$ cat src/rtl/xlat_pkg.sv
package xlat_pkg;
  localparam int VPN_W = 8;
  localparam int PFN_W = 8;
  localparam int OFF_W = 4;
  localparam int PTE_W = 16;
  localparam int MA_W  = 16;
  localparam int VA_W  = VPN_W + OFF_W;
  localparam int PA_W  = PFN_W + OFF_W;

  typedef struct packed {
    logic             valid;
    logic             wr;
    logic             dirty;
    logic             refd;
    logic [PFN_W-1:0] pfn;
  } pte_t;

  // Memory word: [15] resident, [14] writable, [13] dirty, [12] referenced, [PFN_W-1:0] frame
  function automatic pte_t pte_unpack(input logic [PTE_W-1:0] w);
    pte_t p;
    p.valid = w[PTE_W-1];
    p.wr    = w[PTE_W-2];
    p.dirty = w[PTE_W-3];
    p.refd  = w[PTE_W-4];
    p.pfn   = w[PFN_W-1:0];
    return p;
  endfunction

  function automatic logic [PTE_W-1:0] pte_pack(input pte_t p);
    logic [PTE_W-1:0] w;
    w = '0;
    w[PTE_W-1]   = p.valid;
    w[PTE_W-2]   = p.wr;
    w[PTE_W-3]   = p.dirty;
    w[PTE_W-4]   = p.refd;
    w[PFN_W-1:0] = p.pfn;
    return w;
  endfunction

  function automatic logic [MA_W-1:0] pte_addr(input logic [MA_W-1:0] base,
                                               input logic [VPN_W-1:0] vpn,
                                               input int bytes);
    return base + MA_W'(vpn) * MA_W'(bytes);
  endfunction

  function automatic logic [PA_W-1:0] make_paddr(input logic [PFN_W-1:0] pfn,
                                                 input logic [VA_W-1:0] va);
    return {pfn, va[OFF_W-1:0]};
  endfunction
endpackage

$ cat src/rtl/xlat_cam.sv
module xlat_cam
  import xlat_pkg::*;
#(
  parameter int ENTRIES = 8
) (
  input  logic             clk,
  input  logic             rst_n,
  input  logic             flush,
  input  logic [VPN_W-1:0] look_vpn,
  input  logic             touch_en,
  input  logic             touch_dirty,
  input  logic             ins_en,
  input  logic [VPN_W-1:0] ins_vpn,
  input  pte_t             ins_pte,
  output logic             hit,
  output pte_t             hit_pte
);
  localparam int IW = (ENTRIES > 1) ? $clog2(ENTRIES) : 1;

  logic [ENTRIES-1:0]        vld_q;
  logic [ENTRIES-1:0]        match;
  pte_t [ENTRIES-1:0]        ent_q;
  logic [IW-1:0]             rr_q;

  genvar i;
  generate
    for (i = 0; i < ENTRIES; i++) begin : g_ent
      logic             v_q;
      logic [VPN_W-1:0] tag_q;
      pte_t             e_q;
      logic             fill_me;
      assign fill_me  = ins_en && (rr_q == IW'(i));
      assign match[i] = v_q && (tag_q == look_vpn);
      assign vld_q[i] = v_q;
      assign ent_q[i] = e_q;
      always_ff @(posedge clk) begin
        if (!rst_n) begin
          v_q   <= 1'b0;
          tag_q <= '0;
          e_q   <= '0;
        end else if (flush) begin
          v_q <= 1'b0;
        end else if (fill_me) begin
          v_q     <= 1'b1;
          tag_q   <= ins_vpn;
          e_q     <= ins_pte;
          e_q.refd <= 1'b1;
        end else if (touch_en && match[i]) begin
          e_q.refd <= 1'b1;
          if (touch_dirty) e_q.dirty <= 1'b1;
        end
      end
    end
  endgenerate

  always_comb begin
    hit_pte = '0;
    for (int k = 0; k < ENTRIES; k++)
      if (match[k]) hit_pte = pte_t'(hit_pte | ent_q[k]);
  end
  assign hit = |match;

  always_ff @(posedge clk) begin
    if (!rst_n) rr_q <= '0;
    else if (ins_en && !flush) rr_q <= (rr_q == IW'(ENTRIES-1)) ? '0 : rr_q + 1'b1;
  end

  AST_HIT_ONEHOT: assert property (@(posedge clk) disable iff (!rst_n)
    $onehot0(match));
  AST_FLUSH_EMPTY: assert property (@(posedge clk) disable iff (!rst_n)
    flush |=> (vld_q == '0));
endmodule

$ cat src/rtl/xlat_walk.sv
module xlat_walk
  import xlat_pkg::*;
#(
  parameter int ENTRY_BYTES = 2
) (
  input  logic             clk,
  input  logic             rst_n,
  input  logic [MA_W-1:0]  pt_base,
  input  logic             req_valid,
  output logic             req_ready,
  input  logic             req_write,
  input  logic [VA_W-1:0]  req_vaddr,
  input  logic             hit,
  input  pte_t             hit_pte,
  output logic [VPN_W-1:0] look_vpn,
  output logic             touch_en,
  output logic             touch_dirty,
  output logic             ins_en,
  output logic [VPN_W-1:0] ins_vpn,
  output pte_t             ins_pte,
  output logic             resp_valid,
  output logic [PA_W-1:0]  resp_paddr,
  output logic [VA_W-1:0]  resp_vaddr,
  output logic             resp_page_fault,
  output logic             resp_prot_fault,
  output logic             mem_req,
  output logic             mem_we,
  output logic [MA_W-1:0]  mem_addr,
  output logic [PTE_W-1:0] mem_wdata,
  input  logic             mem_ack,
  input  logic [PTE_W-1:0] mem_rdata
);
  typedef enum logic [1:0] {S_IDLE, S_WALK, S_RETRY, S_WBACK} st_t;
  st_t st_q;

  logic [VA_W-1:0]  sv_va_q;
  logic             sv_wr_q;
  logic [PTE_W-1:0] wb_q;

  logic [VA_W-1:0] cur_va;
  logic            cur_wr;
  logic            do_look, lookup_hit, prot_hit, need_wb;
  logic            walk_done, walk_fill, walk_fault;
  pte_t            fetched, wb_ent;

  assign cur_va     = (st_q == S_RETRY) ? sv_va_q : req_vaddr;
  assign cur_wr     = (st_q == S_RETRY) ? sv_wr_q : req_write;
  assign do_look    = (st_q == S_IDLE && req_valid) || (st_q == S_RETRY);
  assign lookup_hit = do_look && hit;
  assign prot_hit   = cur_wr && !hit_pte.wr;
  assign need_wb    = cur_wr && hit_pte.wr && !hit_pte.dirty;

  assign fetched    = pte_unpack(mem_rdata);
  assign walk_done  = (st_q == S_WALK) && mem_ack;
  assign walk_fill  = walk_done && fetched.valid;
  assign walk_fault = walk_done && !fetched.valid;

  always_comb begin
    wb_ent       = hit_pte;
    wb_ent.valid = 1'b1;
    wb_ent.dirty = 1'b1;
    wb_ent.refd  = 1'b1;
  end

  assign req_ready   = (st_q == S_IDLE);
  assign look_vpn    = cur_va[VA_W-1:OFF_W];
  assign touch_en    = lookup_hit;
  assign touch_dirty = lookup_hit && need_wb;
  assign ins_en      = walk_fill;
  assign ins_vpn     = sv_va_q[VA_W-1:OFF_W];
  assign ins_pte     = fetched;
  assign mem_req     = (st_q == S_WALK) || (st_q == S_WBACK);
  assign mem_we      = (st_q == S_WBACK);
  assign mem_addr    = pte_addr(pt_base, sv_va_q[VA_W-1:OFF_W], ENTRY_BYTES);
  assign mem_wdata   = wb_q;

  always_ff @(posedge clk) begin
    if (!rst_n) begin
      st_q            <= S_IDLE;
      sv_va_q         <= '0;
      sv_wr_q         <= 1'b0;
      wb_q            <= '0;
      resp_valid      <= 1'b0;
      resp_paddr      <= '0;
      resp_vaddr      <= '0;
      resp_page_fault <= 1'b0;
      resp_prot_fault <= 1'b0;
    end else begin
      resp_valid <= 1'b0;
      case (st_q)
        S_IDLE, S_RETRY: begin
          if (do_look) begin
            sv_va_q <= cur_va;
            sv_wr_q <= cur_wr;
            if (hit) begin
              resp_valid      <= 1'b1;
              resp_vaddr      <= cur_va;
              resp_page_fault <= 1'b0;
              resp_prot_fault <= prot_hit;
              resp_paddr      <= prot_hit ? '0 : make_paddr(hit_pte.pfn, cur_va);
              if (need_wb) begin
                wb_q <= pte_pack(wb_ent);
                st_q <= S_WBACK;
              end else begin
                st_q <= S_IDLE;
              end
            end else begin
              st_q <= S_WALK;
            end
          end
        end
        S_WALK: begin
          if (walk_fill) st_q <= S_RETRY;
          else if (walk_fault) begin
            resp_valid      <= 1'b1;
            resp_vaddr      <= sv_va_q;
            resp_page_fault <= 1'b1;
            resp_prot_fault <= 1'b0;
            resp_paddr      <= '0;
            st_q            <= S_IDLE;
          end
        end
        default: if (mem_ack) st_q <= S_IDLE;
      endcase
    end
  end

  AST_MEM_HOLD: assert property (@(posedge clk) disable iff (!rst_n)
    (mem_req && !mem_ack) |=> (mem_req && $stable(mem_addr) && $stable(mem_we)));
  AST_BUSY_BLOCKS: assert property (@(posedge clk) disable iff (!rst_n)
    mem_req |-> !req_ready);
  AST_OFFSET_KEPT: assert property (@(posedge clk) disable iff (!rst_n)
    (resp_valid && !resp_page_fault && !resp_prot_fault)
      |-> (resp_paddr[OFF_W-1:0] == resp_vaddr[OFF_W-1:0]));
  AST_FAULT_EXCL: assert property (@(posedge clk) disable iff (!rst_n)
    resp_valid |-> !(resp_page_fault && resp_prot_fault));
  AST_WB_AFTER_OK: assert property (@(posedge clk) disable iff (!rst_n)
    $rose(mem_we) |-> (resp_valid && !resp_page_fault && !resp_prot_fault));
endmodule

$ cat src/rtl/xlat_unit.sv
module xlat_unit
  import xlat_pkg::*;
#(
  parameter int ENTRIES     = 8,
  parameter int ENTRY_BYTES = 2
) (
  input  logic             clk,
  input  logic             rst_n,
  input  logic             flush,
  input  logic [MA_W-1:0]  pt_base,
  input  logic             req_valid,
  output logic             req_ready,
  input  logic             req_write,
  input  logic [VA_W-1:0]  req_vaddr,
  output logic             resp_valid,
  output logic [PA_W-1:0]  resp_paddr,
  output logic [VA_W-1:0]  resp_vaddr,
  output logic             resp_page_fault,
  output logic             resp_prot_fault,
  output logic             mem_req,
  output logic             mem_we,
  output logic [MA_W-1:0]  mem_addr,
  output logic [PTE_W-1:0] mem_wdata,
  input  logic             mem_ack,
  input  logic [PTE_W-1:0] mem_rdata
);
  logic [VPN_W-1:0] look_vpn, ins_vpn;
  logic             touch_en, touch_dirty, ins_en, hit;
  pte_t             ins_pte, hit_pte;

  xlat_cam #(.ENTRIES(ENTRIES)) u_cam (
    .clk(clk), .rst_n(rst_n), .flush(flush), .look_vpn(look_vpn),
    .touch_en(touch_en), .touch_dirty(touch_dirty), .ins_en(ins_en),
    .ins_vpn(ins_vpn), .ins_pte(ins_pte), .hit(hit), .hit_pte(hit_pte)
  );

  xlat_walk #(.ENTRY_BYTES(ENTRY_BYTES)) u_walk (
    .clk(clk), .rst_n(rst_n), .pt_base(pt_base),
    .req_valid(req_valid), .req_ready(req_ready), .req_write(req_write),
    .req_vaddr(req_vaddr), .hit(hit), .hit_pte(hit_pte), .look_vpn(look_vpn),
    .touch_en(touch_en), .touch_dirty(touch_dirty), .ins_en(ins_en),
    .ins_vpn(ins_vpn), .ins_pte(ins_pte), .resp_valid(resp_valid),
    .resp_paddr(resp_paddr), .resp_vaddr(resp_vaddr),
    .resp_page_fault(resp_page_fault), .resp_prot_fault(resp_prot_fault),
    .mem_req(mem_req), .mem_we(mem_we), .mem_addr(mem_addr),
    .mem_wdata(mem_wdata), .mem_ack(mem_ack), .mem_rdata(mem_rdata)
  );
endmodule

$ cat config.mk
export PLATFORM = sky130hd
export DESIGN_NAME = xlat_unit
export DESIGN_NICKNAME = d
export VERILOG_FILES = /design/src/rtl/xlat_pkg.sv /design/src/rtl/xlat_cam.sv /design/src/rtl/xlat_walk.sv /design/src/rtl/xlat_unit.sv
export SDC_FILE = /design/constraint.sdc
export NUM_CORES = 1
export LEC_CHECK = 0
export ABC_AREA = 0
export BUFFER_PORTS_ARGS = -buffer_cell sky130_fd_sc_hd__buf_2
export CAP_MARGIN = 25
export CORE_MARGIN = 1
export CORE_UTILIZATION = 60
export DETAILED_ROUTE_END_ITERATION = 10
export PLACE_DENSITY_LB_ADDON = 0.08
export SLEW_MARGIN = 20
export SYNTH_ARGS = -nofsm -noshare
export SYNTH_HDL_FRONTEND = slang
export SYNTH_SLANG_ARGS = --single-unit
$ cat constraint.sdc
create_clock -name clk -period 4.8 [get_ports clk]
set_input_delay 0.96 -clock clk [delete_from_list [all_inputs] [get_ports clk]]
set_output_delay 0.96 -clock clk [all_outputs]
set_load 0.05 [all_outputs]
==> impl_metrics.json <==
{
  "routed_wl_um": 32300,
  "synth_area_per_cell_um2": 7.82,
  "synth-xor-area-share_pct": 4.73,
  "regArea_mm2": 0.00414,
  "insertion_delay_ns": 0.53,
  "fillers": 1446,
  "synth_warnings": 0,
  "antenna_found_initial": 0,
  "worst_pin_slew_ns": 1.01,
  "synthMuxAreaShare_pct": 2.63,
  "pwr_density_cell_mw_per_mm2": 344,
  "synth_cells": 1397,
  "rows": 48,
  "htreeDepth": 1,
  "design.core.area_mm2": 0.0175,
  "first_iter_violations": 977,
  "dp_hpwl_um": 21200,
  "die_y_um": 137,
  "drc": 0,
  "post_cts_resized": 0,
  "clockRootBuffer": "clkbuf_16",
  "post_synth_fa_ha_maj_area_fraction_pct": 1.79,
  "finalHoldViolations": 0,
  "hold_depth": 2,
  "grt_max_degree": 77,
  "cts_setup_buffers": 0,
  "ff2ff_path_depth": 10,
  "drt_pass1_iterations": 6,
  "grt_overflow_total": 0,
  "synth_top_family_by_area": "compound AO/OA/AOI/OAI gates",
  "portBuffers": 100,
  "multi_input_area_mm2": 0.00607,
  "synth-seq-cells": 207,
  "start_util_pct": 62.3,
  "post_drt_wl_per_cell_um": 19.3,
  "drv_slew": 0,
  "p_total_mw": 4.21,
  "synth_area_mm2": 0.0109,
  "clockBufferDepth": 3,
  "cap_viol_max_count": 0,
  "vias_per_cell": 6.06,
  "finalSetupViolCount": 0,
  "cts_tree": "done",
  "cts_buffers": 23,
  "fin_ws_ns": 0.685,
  "clock-skew-final_ns": 0.0215,
  "grtUsageTotal_pct": 34.3,
  "synth-edff-count": 0,
  "grt_pass1_wl_um": 49800,
  "fp.dieArea_mm2": 0.0188,
  "crit_required_ns": 5.24,
  "min_period_ns": 4.11,
  "grt_pass1_vias": 9390,
  "min_path_type": "reg2reg",
  "critPathKind": "reg2reg",
  "path_max_fanout": 31,
  "arrival_ns": 4.55,
  "globalplace.congestion": 0.952,
  "whs_ns": 0.452,
  "ys.flop_type": "dfxtp_1",
  "rsz0062_at_grt": "no",
  "worst_setup_path_end_kind": "flop",
  "path_clk_slew_ns": 0.06,
  "cts.sink_count": 207,
  "seq_area_frac_synth_pct": 37.9,
  "tns_ns": 0,
  "synthSimpleGateAreaFrac_pct": 21.9,
  "post-route-period-util_pct": 85.7,
  "status": "complete, no violations",
  "synth_cell_type_count": 62,
  "nNetsFinal": 1498,
  "async_reset_ff_share_pct": 0,
  "vias": 10100,
  "max_freq_ghz": 0.243,
  "dpl_cell_area_mm2": 0.0114,
  "slew_headroom_pct": 32.4,
  "cp-start-kind": "flop",
  "antenna_left": 0,
  "syn_to_final_growth_pct": 12.1,
  "ir_drop_mv": 0.380,
  "synth_compound_gate_area_share_pct": 24.3,
  "drive_above_1_share_pct": 12.3,
  "antennaDiodeCount": 0,
  "power_leakage_nw": 4.77,
  "dp_slack_ns": 0.614,
  "dieWidth_um": 137,
  "design_area_mm2": 0.0123,
  "cts_hold_buffers": 0,
  "ioPinCount": 112
}
## registers in the layout, indices dropped and copies added, names as in the netlist
| name | flops |
|---|---|
| u_walk.resp_valid | 1 |
| u_walk.resp_prot_fault | 1 |
| u_cam.rr_q | 3 |
| u_cam.g_ent.v_q | 8 |
| u_walk.sv_va_q | 12 |
| u_walk.st_q | 2 |
| u_walk.resp_paddr | 12 |
| u_walk.resp_vaddr | 12 |
| u_cam.g_ent.tag_q | 64 |
| u_walk.resp_page_fault | 1 |
| u_walk.mem_wdata | 10 |
| u_cam.ent_q | 80 |
| u_walk.sv_wr_q | 1 |
## worst max-delay path, cell delays in order, from the launching register on
cell and delay [ns]:
dfxtp_1 0.51, nand2b_4 0.51, mux2i_1 0.50, o22ai_1 0.14, nor3_1 0.24, and4_1 0.61, a222oi_1 0.24, and3b_4 0.26
or4b_1 0.49, buf_4 0.24, o31ai_1 0.26
## path summary, 6_finish.rpt
| kind | startpoint | end | slack, ns |
|---|---|---|---|
| max | u_walk.st_q[0] | u_cam.ent_q[21] | 0.69 |
| min | u_walk.mem_wdata[14] | u_walk.mem_wdata[14] | 0.45 |
| max reg2reg | u_walk.st_q[0] | u_cam.ent_q[21] | 0.69 |
| min reg2reg | u_walk.mem_wdata[14] | u_walk.mem_wdata[14] | 0.45 |
## cells by family (layout without fill, tap and decap cells)
group	count (synthesis)	in the layout
and+or+nand+nor	566	566
AOI/OAI and AO/OA	362	362
DFF	207	207
buffers and inverters	162	212
xor gates and xnor gates	59	59
muxes	25	25
adders and majority gates	15	15
other	1	4
## synth_stat cells (4+ instances only)
master	instances	area (um^2)
mux2i_1	22	220
o21ai_0	45	225
buf_6	5	56.3
xor2_1	26	228
nor3b_1	5	37.5
buf_1	6	22.5
a221o_1	5	50.1
clkbuf_1	81	304
ha_1	14	175
a221oi_1	11	96.3
a21boi_0	149	1120
and3_1	11	68.8
a21o_1	4	30.0
nand2_1	413	1550
nor2_1	49	184
xnor2_1	33	289
nor4_1	6	37.5
dfxtp_1	207	4140
o2bb2ai_1	14	123
inv_1	42	158
a22oi_1	22	165
buf_4	17	128
buf_2	10	50.1
a21oi_1	27	135
and2_1	13	81.3
a2111oi_0	5	43.8
o221ai_1	10	87.6
o311a_1	9	90.1
o2111ai_1	5	43.8
a31oi_1	6	37.5
o31ai_1	14	105
nor3_1	9	45.0
nand2b_1	8	50.1
nor2b_1	13	81.3
o22ai_1	13	81.3
nand3_1	20	100
a222oi_1	9	90.1
## cell usage in the layout (no fill, tap or decap), types with 23 or more instances in the layout
cell type  instances
nand2_1          413
dfxtp_1          207
a21boi_0         149
buf_2             99
nor2_1            49
o21ai_0           45
inv_1             42
xnor2_1           33
buf_4             28
a21oi_1           27
xor2_1            26
clkbuf_16         23
## stage by stage
stage,instances,util [%]
2_1_floorplan,1400,-
3_3_place_gp,1633,64.9
3_5_place_dp,1633,64.9
4_1_cts,1675,69.9
5_1_grt,1675,69.9
6_report,1675,69.9
## power breakdown
| group | switching, mW | internal [mW] | leakage, nW |
|---|---|---|---|
| Combinational | 0.299 | 0.134 | 2.67 |
| Sequential | 0.0216 | 1.73 | 1.67 |
| Clock | 0.739 | 1.29 | 0.427 |
## area by class of cell
cell class | instances | area share [%]
clock buffers | 32 | 5.38
inverters | 42 | 1.29
repair buffers | 128 | 5.92
well taps | 225 | 2.30
multi-input cells | 1031 | 49.5
clock inverters | 10 | 1.78
flip-flops and latches | 207 | 33.8
## routing by layer
metal,wire length [um],track usage [%],vias up
li1,-,-,4830
met1,13500,45.2,4709
met2,14700,55.5,525
met3,3170,6.30,83
met4,929,13.2,0
met5,0,0,-
No activity file was read; power rests on OpenSTA's default activity.
